### src/rtl/tpa_pkg.sv
package tpa_pkg;
  typedef enum logic [2:0] {
    ST_IDLE,
    ST_RELEASE,
    ST_CHECK,
    ST_COMMIT,
    ST_FAIL
  } tpa_state_e;
endpackage

### src/rtl/tpa_ledger.sv
module tpa_ledger #(
  parameter int NUM_CH     = 32,
  parameter int POOL_UNITS = 64,
  parameter int SIZE_W     = 7,
  parameter int CNT_W      = 7,
  parameter int IDX_W      = 5
) (
  input  logic                     clk_i,
  input  logic                     rst_ni,
  input  logic [IDX_W-1:0]         ch_i,
  input  logic [SIZE_W-1:0]        size_i,
  input  logic                     release_i,
  input  logic                     commit_i,
  output logic [CNT_W-1:0]         free_o,
  output logic [NUM_CH*SIZE_W-1:0] alloc_flat_o
);
  localparam int CMP_W = (SIZE_W > CNT_W) ? SIZE_W : CNT_W;

  logic [SIZE_W-1:0] alloc_q [NUM_CH];
  logic [CNT_W-1:0]  free_q;
  logic [SIZE_W-1:0] cur_share;

  assign cur_share = alloc_q[ch_i];

  for (genvar g = 0; g < NUM_CH; g++) begin : g_share
    always_ff @(posedge clk_i or negedge rst_ni) begin
      if (!rst_ni)                                alloc_q[g] <= '0;
      else if (release_i && ch_i == IDX_W'(g))    alloc_q[g] <= '0;
      else if (commit_i && ch_i == IDX_W'(g))     alloc_q[g] <= size_i;
    end
    assign alloc_flat_o[g*SIZE_W +: SIZE_W] = alloc_q[g];
  end

  always_ff @(posedge clk_i or negedge rst_ni) begin
    if (!rst_ni)        free_q <= CNT_W'(POOL_UNITS);
    else if (release_i) free_q <= free_q + CNT_W'(cur_share);
    else if (commit_i)  free_q <= free_q - CNT_W'(size_i);
  end

  assign free_o = free_q;

  int share_sum;
  always_comb begin
    share_sum = 0;
    for (int i = 0; i < NUM_CH; i++) share_sum += int'(alloc_q[i]);
  end

  a_r5_free_balance: assert property (@(posedge clk_i) disable iff (!rst_ni)
    int'(free_q) == POOL_UNITS - share_sum);

  a_r2_commit_fits: assert property (@(posedge clk_i) disable iff (!rst_ni)
    commit_i |-> CMP_W'(size_i) <= CMP_W'(free_q));

  a_r3_release_clears: assert property (@(posedge clk_i) disable iff (!rst_ni)
    release_i |=> alloc_q[$past(ch_i)] == '0);
endmodule

### src/rtl/tpa_seq.sv
module tpa_seq
  import tpa_pkg::*;
#(
  parameter int NUM_CH  = 32,
  parameter int CH_IN_W = 6,
  parameter int IDX_W   = 5,
  parameter int SIZE_W  = 7,
  parameter int CNT_W   = 7
) (
  input  logic               clk_i,
  input  logic               rst_ni,
  input  logic               req_valid_i,
  input  logic [CH_IN_W-1:0] req_ch_i,
  input  logic               req_size_valid_i,
  input  logic [SIZE_W-1:0]  req_size_i,
  input  logic               req_abort_i,
  input  logic [CNT_W-1:0]   free_i,
  output logic               busy_o,
  output logic               done_o,
  output logic               ok_o,
  output logic               irq_o,
  output logic [IDX_W-1:0]   ch_o,
  output logic [SIZE_W-1:0]  size_o,
  output logic               release_o,
  output logic               commit_o
);
  localparam int CMP_W = (SIZE_W > CNT_W) ? SIZE_W : CNT_W;

  tpa_state_e        state_q, state_d;
  logic [CH_IN_W-1:0] ch_q;
  logic [SIZE_W-1:0]  size_q;
  logic               resize_q, ch_ok_q;
  logic               done_q, ok_q, irq_q;
  logic               accept, fits;

  assign accept = req_valid_i && (state_q == ST_IDLE);
  assign fits   = CMP_W'(size_q) <= CMP_W'(free_i);

  always_comb begin
    state_d = state_q;
    unique case (state_q)
      ST_IDLE:    if (accept) state_d = ST_RELEASE;
      ST_RELEASE: state_d = ST_CHECK;
      ST_CHECK: begin
        if (!ch_ok_q)              state_d = ST_FAIL;
        else if (!resize_q || fits) state_d = ST_COMMIT;
        else                        state_d = ST_FAIL;
      end
      default:    state_d = ST_IDLE;
    endcase
  end

  always_ff @(posedge clk_i or negedge rst_ni) begin
    if (!rst_ni) begin
      state_q  <= ST_IDLE;
      ch_q     <= '0;
      size_q   <= '0;
      resize_q <= 1'b0;
      ch_ok_q  <= 1'b0;
      done_q   <= 1'b0;
      ok_q     <= 1'b0;
      irq_q    <= 1'b0;
    end else begin
      state_q <= state_d;
      if (accept) begin
        ch_q     <= req_ch_i;
        size_q   <= req_size_i;
        resize_q <= req_size_valid_i && !req_abort_i;
        ch_ok_q  <= req_ch_i < CH_IN_W'(NUM_CH);
      end
      done_q <= (state_q == ST_COMMIT) || (state_q == ST_FAIL);
      ok_q   <= (state_q == ST_COMMIT);
      irq_q  <= (state_q == ST_FAIL);
    end
  end

  assign busy_o    = (state_q != ST_IDLE);
  assign done_o    = done_q;
  assign ok_o      = ok_q;
  assign irq_o     = irq_q;
  assign ch_o      = ch_q[IDX_W-1:0];
  assign size_o    = size_q;
  assign release_o = (state_q == ST_RELEASE) && resize_q && ch_ok_q;
  assign commit_o  = (state_q == ST_COMMIT) && resize_q;

  a_r4_irq_on_fail: assert property (@(posedge clk_i) disable iff (!rst_ni)
    irq_o |-> done_o && !ok_o);

  a_r9_done_when_idle: assert property (@(posedge clk_i) disable iff (!rst_ni)
    done_o |-> !busy_o);

  a_r2_done_pulse: assert property (@(posedge clk_i) disable iff (!rst_ni)
    done_o |=> !done_o);

  a_r9_accept_busy: assert property (@(posedge clk_i) disable iff (!rst_ni)
    (req_valid_i && !busy_o) |=> busy_o);
endmodule

### src/rtl/tx_pool_alloc.sv
module tx_pool_alloc #(
  parameter int NUM_CH     = 32,
  parameter int POOL_UNITS = 64,
  parameter int SIZE_W     = 7,
  localparam int IDX_W     = $clog2(NUM_CH),
  localparam int CH_IN_W   = IDX_W + 1,
  localparam int CNT_W     = $clog2(POOL_UNITS + 1)
) (
  input  logic                     clk_i,
  input  logic                     rst_ni,
  input  logic                     req_valid_i,
  input  logic [CH_IN_W-1:0]       req_ch_i,
  input  logic                     req_size_valid_i,
  input  logic [SIZE_W-1:0]        req_size_i,
  input  logic                     req_abort_i,
  output logic                     busy_o,
  output logic                     done_o,
  output logic                     ok_o,
  output logic                     arf_irq_o,
  output logic [CNT_W-1:0]         free_cnt_o,
  output logic [NUM_CH*SIZE_W-1:0] alloc_flat_o
);
  logic [IDX_W-1:0]  ch;
  logic [SIZE_W-1:0] size;
  logic              rel, com;

  tpa_seq #(
    .NUM_CH (NUM_CH),
    .CH_IN_W(CH_IN_W),
    .IDX_W  (IDX_W),
    .SIZE_W (SIZE_W),
    .CNT_W  (CNT_W)
  ) u_seq (
    .clk_i           (clk_i),
    .rst_ni          (rst_ni),
    .req_valid_i     (req_valid_i),
    .req_ch_i        (req_ch_i),
    .req_size_valid_i(req_size_valid_i),
    .req_size_i      (req_size_i),
    .req_abort_i     (req_abort_i),
    .free_i          (free_cnt_o),
    .busy_o          (busy_o),
    .done_o          (done_o),
    .ok_o            (ok_o),
    .irq_o           (arf_irq_o),
    .ch_o            (ch),
    .size_o          (size),
    .release_o       (rel),
    .commit_o        (com)
  );

  tpa_ledger #(
    .NUM_CH    (NUM_CH),
    .POOL_UNITS(POOL_UNITS),
    .SIZE_W    (SIZE_W),
    .CNT_W     (CNT_W),
    .IDX_W     (IDX_W)
  ) u_ledger (
    .clk_i       (clk_i),
    .rst_ni      (rst_ni),
    .ch_i        (ch),
    .size_i      (size),
    .release_i   (rel),
    .commit_i    (com),
    .free_o      (free_cnt_o),
    .alloc_flat_o(alloc_flat_o)
  );
endmodule

### config.mk
export PLATFORM = sky130hd
export DESIGN_NAME = tx_pool_alloc
export DESIGN_NICKNAME = d
export VERILOG_FILES = /design/src/rtl/tpa_pkg.sv /design/src/rtl/tpa_ledger.sv /design/src/rtl/tpa_seq.sv /design/src/rtl/tx_pool_alloc.sv
export SDC_FILE = /design/constraint.sdc
export NUM_CORES = 1
export LEC_CHECK = 0
export BUFFER_PORTS_ARGS = -buffer_cell sky130_fd_sc_hd__buf_2
export CORE_ASPECT_RATIO = 1.75
export CORE_MARGIN = 2
export CORE_UTILIZATION = 45
export CTS_BUF_LIST = sky130_fd_sc_hd__clkbuf_4 sky130_fd_sc_hd__clkbuf_8 sky130_fd_sc_hd__clkbuf_16
export DETAILED_ROUTE_END_ITERATION = 8
export PLACE_DENSITY = 0.72
export SYNTH_ARGS = -nofsm -noshare
export SYNTH_HDL_FRONTEND = slang
export SYNTH_SLANG_ARGS = --single-unit
export TNS_END_PERCENT = 1
### constraint.sdc
create_clock -name clk_i -period 4.4 [get_ports clk_i]
set_input_delay 0.88 -clock clk_i [delete_from_list [all_inputs] [get_ports clk_i]]
set_output_delay 0.88 -clock clk_i [all_outputs]
set_load 0.03 [all_outputs]
Yosys cells after proc, flatten, opt, wreduce, memory -nomap -nowiden:

Cells that the tools add are included.
Widths: inputs -> output; s select.

* register bits: 251
* output and inout bits: 235

* add/sub/neg operators: 2
* $lt $le $gt $ge: 3
* eq/ne operators: 36
* multiplexer cells: 73
* bitwise operators: 1
* reduce and logical (&&, ||, !) cells: 109

Operators with widths (number)
* $mux 7: 68
* $eq 5x5->1 const B: 16
* $logic_and 1x1->1: 69
* $reduce_bool 2->1: 33
* $eq 5x4->1 const B: 8
* $bmux 7 s5: 1
* $eq 5x3->1 const B: 4
* $eq 5x2->1 const B: 2
* $mux 3: 3
* $pmux 3 s3: 1
* $add 7x7->7: 1
* $le 7x7->1: 1
* $sub 7x7->7: 1
* $eq 3x2->1 const B: 2
* $ge 6x6->1 const B: 1
* $lt 6x6->1 const B: 1
* $not 5->6: 1
* $eq 5x1->1 const B: 1
* $logic_not 5->1: 1
* $eq 3x1->1 const B: 1
* $eq 3x3->1 const B: 1
* $logic_not 3->1: 1
* $reduce_bool 3->1: 1
* $logic_not 1->1: 2
* 2 further kinds: 3

Longest topological paths before layout:

* word-level depth: 6
* gate-level depth with buffers: 14
* depth with buffers taken out: 11

Modules after synthesis:

From an unflattened synthesis, not the netlist that was laid out.

* cell total of the unflattened synthesis: 885
* area total of the unflattened synthesis: 11842.6 um^2

Modules (own cells, without submodules)
* tpa_ledger: times used 1, cells each 802, area an instance 10851.7 um^2, seq. area each 5781.8 um^2
* tpa_seq: times used 1, cells each 83, area an instance 991.0 um^2, seq. area each 500.5 um^2

Least setup slack after synthesis:

Ideal clock, no wire load.

* kind: reg-to-reg
* from: register u_seq.ch_q[1]
* to: register u_ledger.free_q[6] (netlist: u_ledger.free_o[6])
* library setup time: 0.088 ns
* arrival: 4.001 ns
* required time: 4.312 ns
* slack: 0.311 ns
* stages on the path, launching flop included: 15
* buffers on the path: 3
* cell sequence: dfrtp_1 buf_2 buf_2 clkbuf_1 mux4_2 mux4_2 mux2_2 ha_1 fa_1 a21o_1 a311o_1 a21oi_1 xnor2_1 a32o_1 or3_1

* cells in the longest elaborated chain, start to end: 6

Ends and longest elaborated chain
* start, declared: RTL line tpa_seq.sv:30 `logic [CH_IN_W-1:0] ch_q;`
* start signal, assigned: RTL line tpa_seq.sv:66 `ch_q <= req_ch_i;`
* $not 5->6 (not written as such): RTL line tpa_ledger.sv:23 `assign cur_share = alloc_q[ch_i];`
* $bmux 7 s5: RTL line tpa_ledger.sv:23
* $mux 7 (not written as such) (2 in series): RTL line tpa_ledger.sv:23
* $add 7x7->7: RTL line tpa_ledger.sv:36 `else if (release_i) free_q <= free_q + CNT_W'(cur_share);`
* $mux 7: RTL line tpa_ledger.sv:36
* end signal, assigned: RTL line tpa_ledger.sv:35 `if (!rst_ni) free_q <= CNT_W'(POOL_UNITS);`
* end signal, assigned: RTL line tpa_ledger.sv:36
* end signal, assigned: RTL line tpa_ledger.sv:37 `else if (commit_i) free_q <= free_q - CNT_W'(size_i);`
* end, declared: RTL line tpa_ledger.sv:20 `logic [CNT_W-1:0] free_q;`

No other way between the ends. The select of a mux whose other input is x is not followed.
A chain may end at the register's enable or synchronous reset.

Worst setup path in the final report:

* from: register u_seq.ch_q[0]
* to: register u_ledger.free_q[6] (netlist: u_ledger.free_o[6])

The elaborated chain is that of the path after synthesis.

==> flow_metrics.tcl <==
set metrics [dict create \
    post-route-period-util_pct 96.4 \
    wire_per_inst_um 25.2 \
    critPathLaunchType "flip-flop" \
    status "completed" \
    antenna_found_initial 0 \
    endpoint_kind "flip-flop" \
    syn_to_final_growth_pct 20.3 \
    post_cts_buffers 0 \
    maxCapViolCount 0 \
    synth_top_cell_area_share_pct 53.8 \
    drt.antenna.violating_nets 0 \
    fillCellCount 2103 \
    drt-initial-drc-count 808 \
    dpl.hpwl_mm 28.2 \
    multi_input_area_mm2 0.00499 \
    cts_hold_buf 0 \
    synth_ff_type "dfrtp_1" \
    vias_per_cell 5.97 \
    p_per_area_mw_per_mm2 677 \
    path_clk_slew_ns 0.07 \
    core_mm2 0.0253 \
    synth_edf_count 0 \
    crit_type "reg -> reg" \
    drv_slew 0 \
    cts_tree "built" \
    dieArea_mm2 0.0272 \
    totalWireLength_mm 38.3 \
    cts.sinks 251 \
    async_flop_share_pct 100 \
    overflow 0 \
    synth_warnings 0 \
    insertion_delay_ns 0.53 \
    drive_above_1_share_pct 41.5 \
    drt_first_pass_iters 4 \
    drc 0 \
    nets 1218 \
    portBuffers 252 \
    crit_slowest_cell "dfrtp_4" \
    grt_pass1_wl_mm 58.1 \
    rsz0062_at_grt "no" \
    cts_root_buf "clkbuf_16" \
    rows 77 \
    power.leakage_nw 7.09 \
    slowest_delay_ns 0.67 \
    crit_chain "buf_4, mux4_2, mux4_2, mux2_2, fa_1, a21o_1, a311o_1, a21oi_1, xnor2_1, a32o_1, or3_1" \
    synthDistinctLibCells 51 \
    skew_ns 0.0161 \
    clockBufferDepth 3 \
    whs_ns 0.374 \
    peakVddDrop_mv 0.311 \
    hold_path.class "in -> async" \
    postSynthAreaPerCell_um2 12.1 \
    synth.top_cells.by_area "dfrtp_1 54%, mux4_2 13%, mux2_2 9.2%" \
    hold_viol_final 0 \
    setup_viol 0 \
    grt_usage_pct 28.2 \
    ios 253 \
    synth_top_area_cell "dfrtp_1" \
    syn-num-nets 991 \
    die_y_um 217 \
    grt_pass1_vias 9261 \
    period_needed_ns 4.24 \
    cts_made_buffers 24 \
    diodes 0 \
    ys_seq_area_share_pct 54.0 \
    gp_congestion 0.944 \
    setup-tns-final_ns 0 \
    die_width_um 126 \
    ys_seq_elements 251 \
    ctsResizeCount 0 \
    fmax_ghz 0.236 \
    worst_slew_margin_rel_pct 15.7 \
    arrival_ns 4.70 \
    seqCellArea_mm2 0.00629 \
    syn_inst 958 \
    num_vias 9073 \
    mappedNetlistArea_mm2 0.0116 \
    crit_top_cell "mux4_2" \
    worst-endpoint-required_ns 4.86 \
    h-tree-depth 1 \
    cp_max_fo 21 \
    timing_worst_slew_pin_value_ns 1.26 \
    start_util_pct 45.9 \
    grt_max_degree 110 \
]
-- cell type report --
| class | count | share of cell area, % |
|---|---|---|
| clock inverters | 9 | 0.778 |
| inverters | 9 | 0.241 |
| multi-input cells | 628 | 35.7 |
| well taps | 316 | 2.82 |
| repair buffers | 271 | 10.4 |
| flip-flops and latches | 251 | 44.9 |
| clock buffers | 35 | 5.19 |
-- kinds of logic after synthesis --
group,count (synthesis),share of synthesized area (%)
DFF,251,54.0
and+or+nand+nor,255,9.64
adders and majority gates,15,1.74
xor gates and xnor gates,6,0.452
buffers and inverters,79,3.07
AOI/OAI and AO/OA,189,8.73
muxes,163,22.4
-- critical path: cells and delay by family (launching register included) --
| kind | cells | cell delay (ns) |
|---|---|---|
| buffers and inverters | 1 | 0.24 |
| AND/OR/NAND/NOR | 1 | 0.30 |
| multiplexers | 3 | 1.44 |
| XOR/XNOR | 1 | 0.10 |
| adder cells (fa/ha/maj) | 1 | 0.42 |
| flip-flops | 1 | 0.67 |
| AO/OA/AOI/OAI | 4 | 1.00 |
-- final timing paths --
path / startpoint / end / slack, ns / cells after the start
worst min register to register: u_ledger.alloc_flat_o[7] / u_ledger.alloc_flat_o[7] / 0.51 / 2
max in group asynchronous: rst_ni / u_ledger.alloc_flat_o[24] / 2.93 / 2
worst max-delay path: u_seq.ch_q[0] / u_ledger.free_o[6] / 0.16 / 11
min in group clk_i: u_ledger.alloc_flat_o[7] / u_ledger.alloc_flat_o[7] / 0.51 / 2
worst min-delay path: rst_ni / u_ledger.alloc_flat_o[193] / 0.37 / 1
worst max register to register: u_seq.ch_q[0] / u_ledger.free_o[6] / 0.16 / 11
-- per-layer routing --
layer	global-route usage [%]	vias to the layer above	wire, µm	part of all wire (%)
met3	4.20	129	2340	6.1
met1	34.9	4578	14100	37
met5	0	-	0	0
met2	45.4	480	18800	49
li1	-	3886	-	-
met4	19.7	0	3060	8.0
-- sequential cells by signal, indices dropped and copies added, names as in the netlist --
name                   count
u_seq.size_o               7
u_ledger.free_o            7
u_seq.ch_ok_q              1
u_seq.resize_q             1
u_ledger.alloc_flat_o    224
u_seq.ch_q                 5
u_seq.state_q              3
u_seq.done_o               1
u_seq.ok_o                 1
u_seq.irq_o                1
-- power breakdown --
group          internal, W  switching [W]  total, W
Combinational      0.00135        0.00248   0.00383
Sequential         0.00279       0.000680   0.00347
Clock              0.00127       0.000908   0.00218
Total              0.00541        0.00407   0.00948
-- Yosys cell counts, drive strengths merged (4+ instances only) --
cell    number
a211oi       4
a21oi        9
and2         4
buf         20
clkbuf      50
dfrtp      250
ha          13
inv          9
mux2        95
mux4        68
nand2      189
nand2b       5
nor2        24
nor2b        6
nor3         6
o21ai      159
or3          6
-- per-stage QoR --
step           instances  utilization (%)  setup slack (ns)  area (µm²)  total power, W
2_1_floorplan        958                -             0.311       11600         0.00588
3_3_place_gp        1475             51.9             0.251       13200         0.00718
3_5_place_dp        1475             51.9             0.194       13200         0.00728
4_1_cts             1519             55.2             0.188       14000         0.00947
5_1_grt             1519             55.2            0.0157       14000         0.00988
6_report            1519             55.2             0.157       14000         0.00948
-- layout by cell type (no fill, tap or decap), drive strengths merged, types with 2 or more instances in the layout --
cell type / n
clkinv: 5
a21o: 3
a21oi: 9
nor4b: 2
bufinv: 2
inv: 10
nor3: 6
a211oi: 4
xnor2: 3
mux4: 68
clkbuf: 35
nor2b: 6
nand2: 189
a22oi: 3
fa: 2
nand3b: 2
or3b: 3
dfrtp: 250
nor2: 24
xor2: 3
or3: 6
and3b: 3
o21a: 3
buf: 271
o21ai: 159
and2: 4
mux2: 95
nand2b: 5
or2: 2
ha: 13
Note: power is estimated with default switching activity, not from simulation.
